<file path="src/rtl/spec_mask_tracker.sv">
module spec_mask_tracker #(
  parameter int SLOTS = 4
) (
  input  logic             clk,
  input  logic             rst_n,
  input  logic             br_req,
  output logic             br_stall,
  output logic [SLOTS-1:0] br_grant,
  output logic [SLOTS-1:0] dep_mask,
  input  logic             rsv_valid,
  input  logic [SLOTS-1:0] rsv_slot,
  input  logic             rsv_wrong,
  output logic [SLOTS-1:0] kill_vec,
  output logic [SLOTS-1:0] clear_vec,
  input  logic [SLOTS-1:0] probe_tag,
  output logic             probe_abort,
  output logic [SLOTS-1:0] probe_tag_next
);

  logic [SLOTS-1:0] live_q;
  logic [SLOTS-1:0] older_q [SLOTS];
  logic [SLOTS-1:0] hit, younger, after, free;

  assign hit = rsv_valid ? (rsv_slot & live_q) : '0;

  for (genvar i = 0; i < SLOTS; i++) begin : g_age
    assign younger[i] = live_q[i] & |(older_q[i] & hit);
  end

  assign kill_vec  = rsv_wrong ? (hit | younger) : '0;
  assign clear_vec = rsv_wrong ? '0 : hit;
  assign after     = live_q & ~kill_vec & ~clear_vec;
  assign free      = ~after;
  assign br_stall  = &after;
  assign br_grant  = (br_req && !br_stall) ? (free & (~free + 1'b1)) : '0;
  assign dep_mask  = after;

  assign probe_abort    = |(probe_tag & kill_vec);
  assign probe_tag_next = probe_tag & ~kill_vec & ~clear_vec;

  always_ff @(posedge clk) begin
    if (!rst_n) begin
      live_q <= '0;
      for (int i = 0; i < SLOTS; i++) older_q[i] <= '0;
    end else begin
      live_q <= after | br_grant;
      for (int i = 0; i < SLOTS; i++)
        older_q[i] <= br_grant[i] ? after : (older_q[i] & after);
    end
  end

endmodule


</file>
<file path="config.mk">
export PLATFORM = sky130hd
export DESIGN_NAME = spec_mask_tracker
export DESIGN_NICKNAME = d
export VERILOG_FILES = /design/src/rtl/spec_mask_tracker.sv
export SDC_FILE = /design/constraint.sdc
export NUM_CORES = 1
export LEC_CHECK = 0
export BUFFER_PORTS_ARGS = -buffer_cell sky130_fd_sc_hd__buf_4
export CAP_MARGIN = 20
export CORE_AREA = 2 2 43 52
export DETAILED_ROUTE_END_ITERATION = 16
export DIE_AREA = 0 0 45 54
export PLACE_DENSITY = 0.78
export SYNTH_ARGS = -nofsm -noshare
export SYNTH_HDL_FRONTEND = slang
export SYNTH_SLANG_ARGS = --single-unit
</file>
<file path="constraint.sdc">
create_clock -name clk -period 4.07 [get_ports clk]
set_input_delay 0.814 -clock clk [delete_from_list [all_inputs] [get_ports clk]]
set_output_delay 0.814 -clock clk [all_outputs]
set_load 0.05 [all_outputs]
</file>
==> results by group, run 1 <==
Clock tree
  • # H-tree levels: 1
  • Setup Fix Bufs, Post-CTS: 0
  • Worst-path clk slew: 90 ps
  • CTS Root Buffer Type: clkbuf_4
  • Worst-Skew Late Latency: 290 ps
  • Hold-fix buffers at CTS: 0
  • Number of CTS-inserted buffers: 3
  • Resize count post-CTS: 0
  • TritonCTS sink count: 16
  • Longest Clk Path Bufs: 2
  • CTS tree: built

STA
  • Slew Viols, Final: 0
  • RSZ-0062 raised after global routing: false
  • Final hold vios: 0
  • Min Tclk post-route: 3260 ps
  • Clock Skews: 5.59 ps
  • Slew HR: 58.8%
  • Final setup violation count: 0
  • Period utilization: 80.0%
  • Setup TNS: 0 ps
  • Slew @ Worst Pin: 618 ps
  • Worst hold slack: 463 ps
  • Fmax: 307 MHz

Synth
  • Top cell type's share of synthesized area: 35.0%
  • Post-synth EDFFs: 0
  • Main flop type after synthesis: dfxtp_1
  • Most frequent cell after synthesis: dfxtp_1
  • Yosys top cell by area: dfxtp_1
  • Synth cell count leaders: 16 x dfxtp_1, 11 x nor2_1, 10 x nand2_1
  • Library cells used by synthesis: 31
  • Synth warn: 0
  • Syn Nets: 122
  • Sequential share of the synthesized area: 35.0%
  • Synth top area cells: dfxtp_1 35%, o21a_1 4.9%, nor2_1 4.5%, o211a_1 4.4%, nand2_1 4.1%
  • Post-synth ARST share: 0%
  • Avg Inst Size Synth: 8.40 µm²
  • Post-Syn Area: 916 µm²
  • Cells after Synth: 109
  • #FFs+latches synth: 16

Setup path
  • Worst stage delay on the critical path: 520 ps
  • Worst reg2reg startpoint: live_q[3]
  • CP max-delay cell: a21oi_1
  • CP Capture Type: primary output
  • Cell Chain, Critical Path: buf_4 -> and3_4 -> a22o_1 -> a21oi_1 -> and4bb_2 -> buf_4
  • Setup CP Type: input port to primary output
  • Buf/Inv on CP: 2
  • CP startpoint: rsv_valid
  • CP Depth: 6
  • Crit Path Max Fanout: 14
  • Critical Path Source Type: input port
  • Req. time, crit path: 3260 ps
  • CP top delay family: compound AO/OA/AOI/OAI gates
  • Critical path arrival: 2440 ps
  • Worst-case reg-to-reg path depth: 6
  • CP dominant cell by count: buf_4

Job
  • Max-cap viol count: 0

Placement
  • HPWL Detailed: 1930 µm
  • Final Wtd Congestion: 0.881
  • Port Buffers: 34

GRT
  • Initial antenna violation count: 0
  • GRT overflow: 0
  • Vias in the first global route: 869
  • First-pass GRT wire length: 3930 µm
  • Total GRT Usage: 22.3%
  • Largest net degree at the start of global routing: 18

Die
  • Die Y: 54 µm
  • Row cnt: 18
  • Total die area: 2430 µm²
  • Ports: 35
  • Placeable core area: 1980 µm²
  • Initial Util: 46.2%
  • Die Wd: 45 µm

Routing
  • Initial drt markers: 15
  • Routed Antenna Nets: 0
  • Avg WL per Cell: 14.8 µm
  • WL final: 2400 µm
  • Via density: 5.90
  • DRC: 0
  • TritonRoute pass-1 iters: 4
  • Vias: 956

Hold path
  • Hold wc startpoint: older_q[3][1]
  • Hold crit path type: flop to flop
  • Min-Delay Path Depth: 2

Power and ir drop
  • Leak: 0.559 nW
  • Peak VDD IR: 223 µV
  • PD cells: 255 nW/µm²

Cells and area
  • Fraction of layout cells with a size suffix above 1: 32.4%
  • Layout overhead on the synthesized area: 31.0%
  • Diode count: 0
  • Nets: 157

Outcome
  • Status: complete, no violations
==> layer usage <==
layer	global-route usage, %	up-vias	wire length, µm
met3	3.69	7	222
met2	39.8	47	1170
met4	11.3	0	65
met1	25.0	432	946
li1	-	470	-
met5	0	-	0
==> through the flow <==
step	utilization, %	std cells	total power [W]	setup WS (ps)	area [µm²]
after floorplan	-	109	0.000204	356	916
after global placement	59.4	159	0.000228	887	1180
after detailed placement	59.4	159	0.000229	830	1180
after CTS	60.5	162	0.000306	827	1200
after global routing	60.5	162	0.000319	710	1200
final	60.5	162	0.000305	813	1200
==> worst paths after layout <==
check             endpoint  slack, ps
max            br_grant[3]        810
min          older_q[3][1]        460
max reg2reg  older_q[3][0]       2160
min reg2reg  older_q[3][1]        460
==> cell families (layout without fill, tap and decap cells) <==
group / after synthesis / in the layout / share of synthesized area [%]
simple gates: 45 / 45 / 26.5
flops: 16 / 16 / 35.0
compound gates: 38 / 38 / 34.0
buf+inv: 10 / 43 / 4.51
==> state kept, by name, summed over array words and instances, names as in the netlist <==
| register | flops |
|---|---|
| live_q | 4 |
| older_q | 12 |
==> layout make-up <==
cell class / count / area, µm²
fillers: 182 / 782
inverters: 6 / 22.5
well taps: 20 / 25.0
clock buffers: 3 / 22.5
multi-input cells: 83 / 554
repair buffers: 34 / 255
flip-flops and latches: 16 / 320
==> layout by cell type (no fill, tap or decap), drive strengths merged <==
cell type,Yosys,routed
a211o,1,1
a21o,1,1
a21oi,7,7
a22o,3,3
a22oi,2,2
a31oi,5,5
a41oi,1,1
and2,2,2
and3,3,3
and4,1,1
and4bb,1,1
buf,3,34
clkbuf,1,3
dfxtp,16,16
inv,6,6
nand2,10,10
nand3,4,4
nor2,11,11
nor2b,5,5
nor3,2,2
nor3b,4,4
o211a,4,4
o211ai,4,4
o21a,6,6
o21ba,3,3
o2bb2ai,1,1
or3,1,1
or3b,1,1
==> power breakdown <==
group / internal (W) / switching, W
logic: 0.0000228 / 0.0000421
clock network: 0.0000344 / 0.0000460
registers: 0.000158 / 0.00000179
total: 0.000215 / 0.0000899
==> worst min-delay path: stages (launching register included) <==
cell     delay, ps
dfxtp_1        330
inv_1           50
a21oi_1         50
Power figures use the tool's default switching activity.
==> run 2, diff against run 1 <==
Settings changed: CORE_AREA 2 2 43 52 to 2 2 46 57, DIE_AREA 0 0 45 54 to 0 0 48 59, PLACE_DENSITY 0.78 to 0.7.
Clock period 4.07 ns to 2.7 ns, I/O delays scaled along.
==> results by group, run 2 (synthesis gave the netlist of run 1 again) <==
Outcome
  • Status: complete, no violations

GRT
  • GRT overflow: 0
  • Total GRT Usage: 19.4%
  • Vias in the first global route: 934
  • Largest net degree at the start of global routing: 18
  • Initial antenna violation count: 0
  • First-pass GRT wire length: 3950 µm

STA
  • Final hold vios: 0
  • Period utilization: 95.0%
  • Setup TNS: 0 ps
  • Slew Viols, Final: 0
  • Final setup violation count: 0
  • Fmax: 390 MHz
  • Clock Skews: 4.36 ps
  • Slew @ Worst Pin: 403 ps
  • Slew HR: 73.2%
  • RSZ-0062 raised after global routing: false
  • Min Tclk post-route: 2570 ps

Die
  • Placeable core area: 2260 µm²
  • Row cnt: 19
  • Total die area: 2830 µm²
  • Die Y: 59 µm
  • Die Wd: 48 µm
  • Ports: 35
  • Initial Util: 40.6%

Setup path
  • CP Capture Type: primary output
  • Crit Path Max Fanout: 14
  • Setup CP Type: input port to primary output
  • Critical path arrival: 2030 ps
  • Critical Path Source Type: input port
  • Req. time, crit path: 2160 ps

Routing
  • DRC: 0
  • Avg WL per Cell: 14.2 µm
  • WL final: 2540 µm
  • Via density: 5.56
  • Initial drt markers: 6
  • Routed Antenna Nets: 0
  • Vias: 996
  • TritonRoute pass-1 iters: 4

Power and ir drop
  • Internal: 0.000359 W
  • Seq pwr share: 47.6%
  • Peak VDD IR: 300 µV
  • Sw Share: 29.2%
  • Psw: 0.000148 W
  • Combinational Power Share: 20.3%
  • PD cells: 392 nW/µm²
  • Leak: 0.606 nW
  • Total power draw: 0.000506 W
  • Clock share of power: 32.1%

Cells and area
  • Most common cell after layout, fill and taps aside: buf_4
  • Layout overhead on the synthesized area: 41.1%
  • Fraction of layout cells with a size suffix above 1: 39.2%
  • Most flops, register: older_q
  • Fill cells: 216
  • Max reg flops: 12
  • Final instance area: 1290 µm²
  • Nets: 162
  • Largest regs: older_q: 12 flops, live_q: 4 flops
  • Commonest cells after routing, fill and taps aside: 39 x buf_4, 16 x dfxtp_1, 10 x nor2_1, 10 x nand2_1
  • Diode count: 0

Clock tree
  • Number of CTS-inserted buffers: 3
  • Worst-Skew Late Latency: 300 ps
  • Longest Clk Path Bufs: 2
  • Resize count post-CTS: 0
  • # H-tree levels: 1
  • Worst-path clk slew: 90 ps
  • Setup Fix Bufs, Post-CTS: 0
  • Hold-fix buffers at CTS: 0
  • CTS Root Buffer Type: clkbuf_4
  • TritonCTS sink count: 16
  • CTS tree: built

Placement
  • Final Wtd Congestion: 0.896
  • HPWL Detailed: 2060 µm
  • Post-DP Area: 1260 µm²
  • Port Buffers: 34

Job
  • Max-cap viol count: 0

Hold path
  • Hold crit path type: flop to flop
[run 2: cell type report]
cell class	instances	area, µm²	area share [%]
Clock buffer	4	36.3	2.81
Inverter	6	22.5	1.74
Multi-Input combinational cell	83	582	45.0
Sequential cell	16	320	24.8
Tap cell	31	38.8	3.00
Timing Repair Buffer	39	293	22.7
[run 2: power groups by stage]
stage                     clock network [W]   logic, W  registers [W]
after floorplan                           0  0.0000635       0.000246
after global placement                    0   0.000101       0.000247
after detailed placement                  0   0.000102       0.000247
after CTS                          0.000162   0.000103       0.000241
after global routing               0.000175   0.000110       0.000242
final                              0.000163   0.000103       0.000241
[run 2: through the flow]
stage	setup WS [ps]	cells	utilization [%]	hold slack, ps
6_report	134	179	57.2	468
5_1_grt	77.3	179	57.2	484
4_1_cts	129	179	57.2	467
3_5_place_dp	135	175	55.6	454
3_3_place_gp	167	175	55.6	453
2_1_floorplan	7.43	109	-	423
[run 2: layer usage]
metal  vias up  global-route usage [%]  wire length (µm)
met5         -                       0                 0
met4         0                    12.4               115
met3        11                    2.13               144
met2        43                    32.6              1220
met1       463                    22.0              1070
li1        479                       -                 -
[run 2: worst max-delay path, cell delays in order]
cell and delay (ps):
buf_4 150, and3_4 170, a22o_4 270, a211o_4 370, and4bb_2 320, buf_4 200
[run 2: final timing paths]
| path | startpoint | to | slack (ps) | depth (start not counted) |
|---|---|---|---|---|
| worst max register to register | live_q[1] | older_q[3][1] | 780 | 6 |
| worst min register to register | older_q[3][1] | older_q[3][1] | 470 | 2 |
| worst min-delay path | older_q[3][1] | older_q[3][1] | 470 | 2 |
| worst max-delay path | rsv_valid | br_grant[3] | 130 | 6 |
==> run 3, diff against run 2 <==
Clock period 2.7 ns to 2.21 ns, I/O delays scaled along.
==> results by group, run 3 (synthesis gave the netlist of run 1 again) <==
Power and ir drop
  • Peak VDD IR: 319 µV
  • Leak: 0.704 nW
  • Total power draw: 0.000611 W
  • Combinational Power Share: 27.9%
  • PD cells: 382 nW/µm²
  • Psw: 0.000184 W
  • Clock share of power: 24.5%
  • Seq pwr share: 47.7%
  • Internal: 0.000426 W
  • Sw Share: 30.2%

Setup path
  • Critical Path Source Type: flop
  • CP startpoint: live_q[1]
  • Req. time, crit path: 1770 ps
  • Crit Path Max Fanout: 4
  • R2R setup slack: 280 ps
  • CP Capture Type: primary output
  • Setup CP Type: flop to primary output
  • CP Capture Point: br_grant[3]
  • Critical path arrival: 1870 ps
  • Worst R2R End: older_q[3][1]
  • Worst reg2reg startpoint: live_q[1]
  • Worst-case reg-to-reg path depth: 7

Cells and area
  • Largest regs: older_q: 12 flops, live_q: 4 flops
  • Nets: 181
  • Most common cell after layout, fill and taps aside: buf_4
  • Util after Layout: 70.7%
  • Max reg flops: 12
  • Fraction of layout cells with a size suffix above 1: 58.4%
  • Commonest cells after routing, fill and taps aside: 48 x buf_4, 11 x dfxtp_1, 10 x nand2_1, 9 x buf_6, 8 x nor2_1
  • Most flops, register: older_q
  • Layout overhead on the synthesized area: 74.5%
  • Diode count: 0

Die
  • Placeable core area: 2260 µm²
  • Die Y: 59 µm
  • Initial Util: 40.6%
  • Total die area: 2830 µm²
  • Ports: 35
  • Row cnt: 19
  • Die Wd: 48 µm

Outcome
  • Failing checks: setup timing
  • Status: finished, violations left

Job
  • Max-cap viol count: 0

Clock tree
  • Longest Clk Path Bufs: 2
  • Worst-Skew Late Latency: 290 ps
  • Worst-path clk slew: 90 ps
  • CTS Root Buffer Type: clkbuf_4
  • CTS tree: built
  • Hold-fix buffers at CTS: 0
  • # H-tree levels: 1
  • Number of CTS-inserted buffers: 3
  • TritonCTS sink count: 16

Routing
  • WL final: 3120 µm
  • Vias: 1100
  • TritonRoute pass-1 iters: 4
  • Initial drt markers: 32
  • Via density: 5.58
  • Avg WL per Cell: 15.8 µm
  • DRC: 0
  • Routed Antenna Nets: 0

GRT
  • GRT overflow: 0
  • Initial antenna violation count: 0
  • Largest net degree at the start of global routing: 9
  • First-pass GRT wire length: 4550 µm
  • Vias in the first global route: 1008
  • Total GRT Usage: 23.0%

Placement
  • Port Buffers: 34
  • Final Wtd Congestion: 0.925
  • Pre-CTS WS: -108 ps
  • HPWL Detailed: 2320 µm

STA
  • Worst hold slack: 416 ps
  • Slew Viols, Final: 0
  • Slew HR: 80.3%
  • Fmax: 432 MHz
  • Final hold vios: 0
  • Slew @ Worst Pin: 294 ps
  • Final setup violation count: 3
  • Final Worst Setup Slack: -104 ps
  • Period utilization: 105%
  • Clock Skews: 7.87 ps
  • RSZ-0062 raised after global routing: true
  • Min Tclk post-route: 2310 ps

Hold path
  • Hold crit path type: input port to flop
==> run 3: changes by cell type in the layout (fill, tap and decap cells not counted), sizes merged <==
cell	change
clkbuf	-1
buf	+19
==> run 3: cell type report <==
cell class | instances | area (µm²)
Fill cell | 164 | 661
Timing Repair Buffer | 58 | 477
Multi-Input combinational cell | 83 | 701
Clock buffer | 3 | 22.5
Inverter | 6 | 22.5
Sequential cell | 16 | 337
Tap cell | 31 | 38.8
==> run 3: how the worst min path moves through the flow <==
stage                          endpoint           from  slack [ps]  depth (start not counted)
final                         live_q[0]         br_req         420                          3
after global routing          live_q[0]         br_req         430                          3
after CTS                     live_q[0]         br_req         400                          3
after detailed placement  older_q[2][0]  older_q[2][0]         450                          2
after global placement    older_q[2][0]  older_q[2][0]         450                          2
after floorplan           older_q[3][1]  older_q[3][1]         420                          2
==> run 3: worst max-delay path, cell delays in order, from the launching register on <==
cell and delay (ps):
dfxtp_2 330, and3_4 160, a22o_4 250, a211o_4 360, and4bb_2 340, buf_8 150
==> run 3: what timing repair did <==
item,4_1_cts,5_1_grt
gates resized for setup,20,13
endpoints found under the setup margin,10,10
hold endpoints to repair,0,0
buffers inserted,3,4
pin swaps,11,5
==> run 3: power by group through the flow <==
stage,Sequential [W],Clock [W],Combinational (W)
floorplan,0.000300,0,0.0000852
global placement,0.000302,0,0.000147
detailed placement,0.000302,0,0.000149
CTS,0.000293,0.000157,0.000159
global route,0.000292,0.000172,0.000180
finish,0.000291,0.000150,0.000170
==> run 3: metrics by stage <==
step / cells / TNS [ps] / area, µm²
after floorplan: 109 / -732 / 1000
final: 197 / -135 / 1600
after detailed placement: 187 / -366 / 1400
after global placement: 187 / -276 / 1400
after CTS: 193 / -121 / 1520
after global routing: 197 / -471 / 1600
==> run 3: metal layers <==
| layer | GRT usage (%) | up-vias | wire (µm) |
|---|---|---|---|
| li1 | - | 511 | - |
| met1 | 26.0 | 522 | 1170 |
| met2 | 41.0 | 55 | 1700 |
| met3 | 2.13 | 12 | 164 |
| met4 | 11.2 | 0 | 82 |
| met5 | 0 | - | 0 |
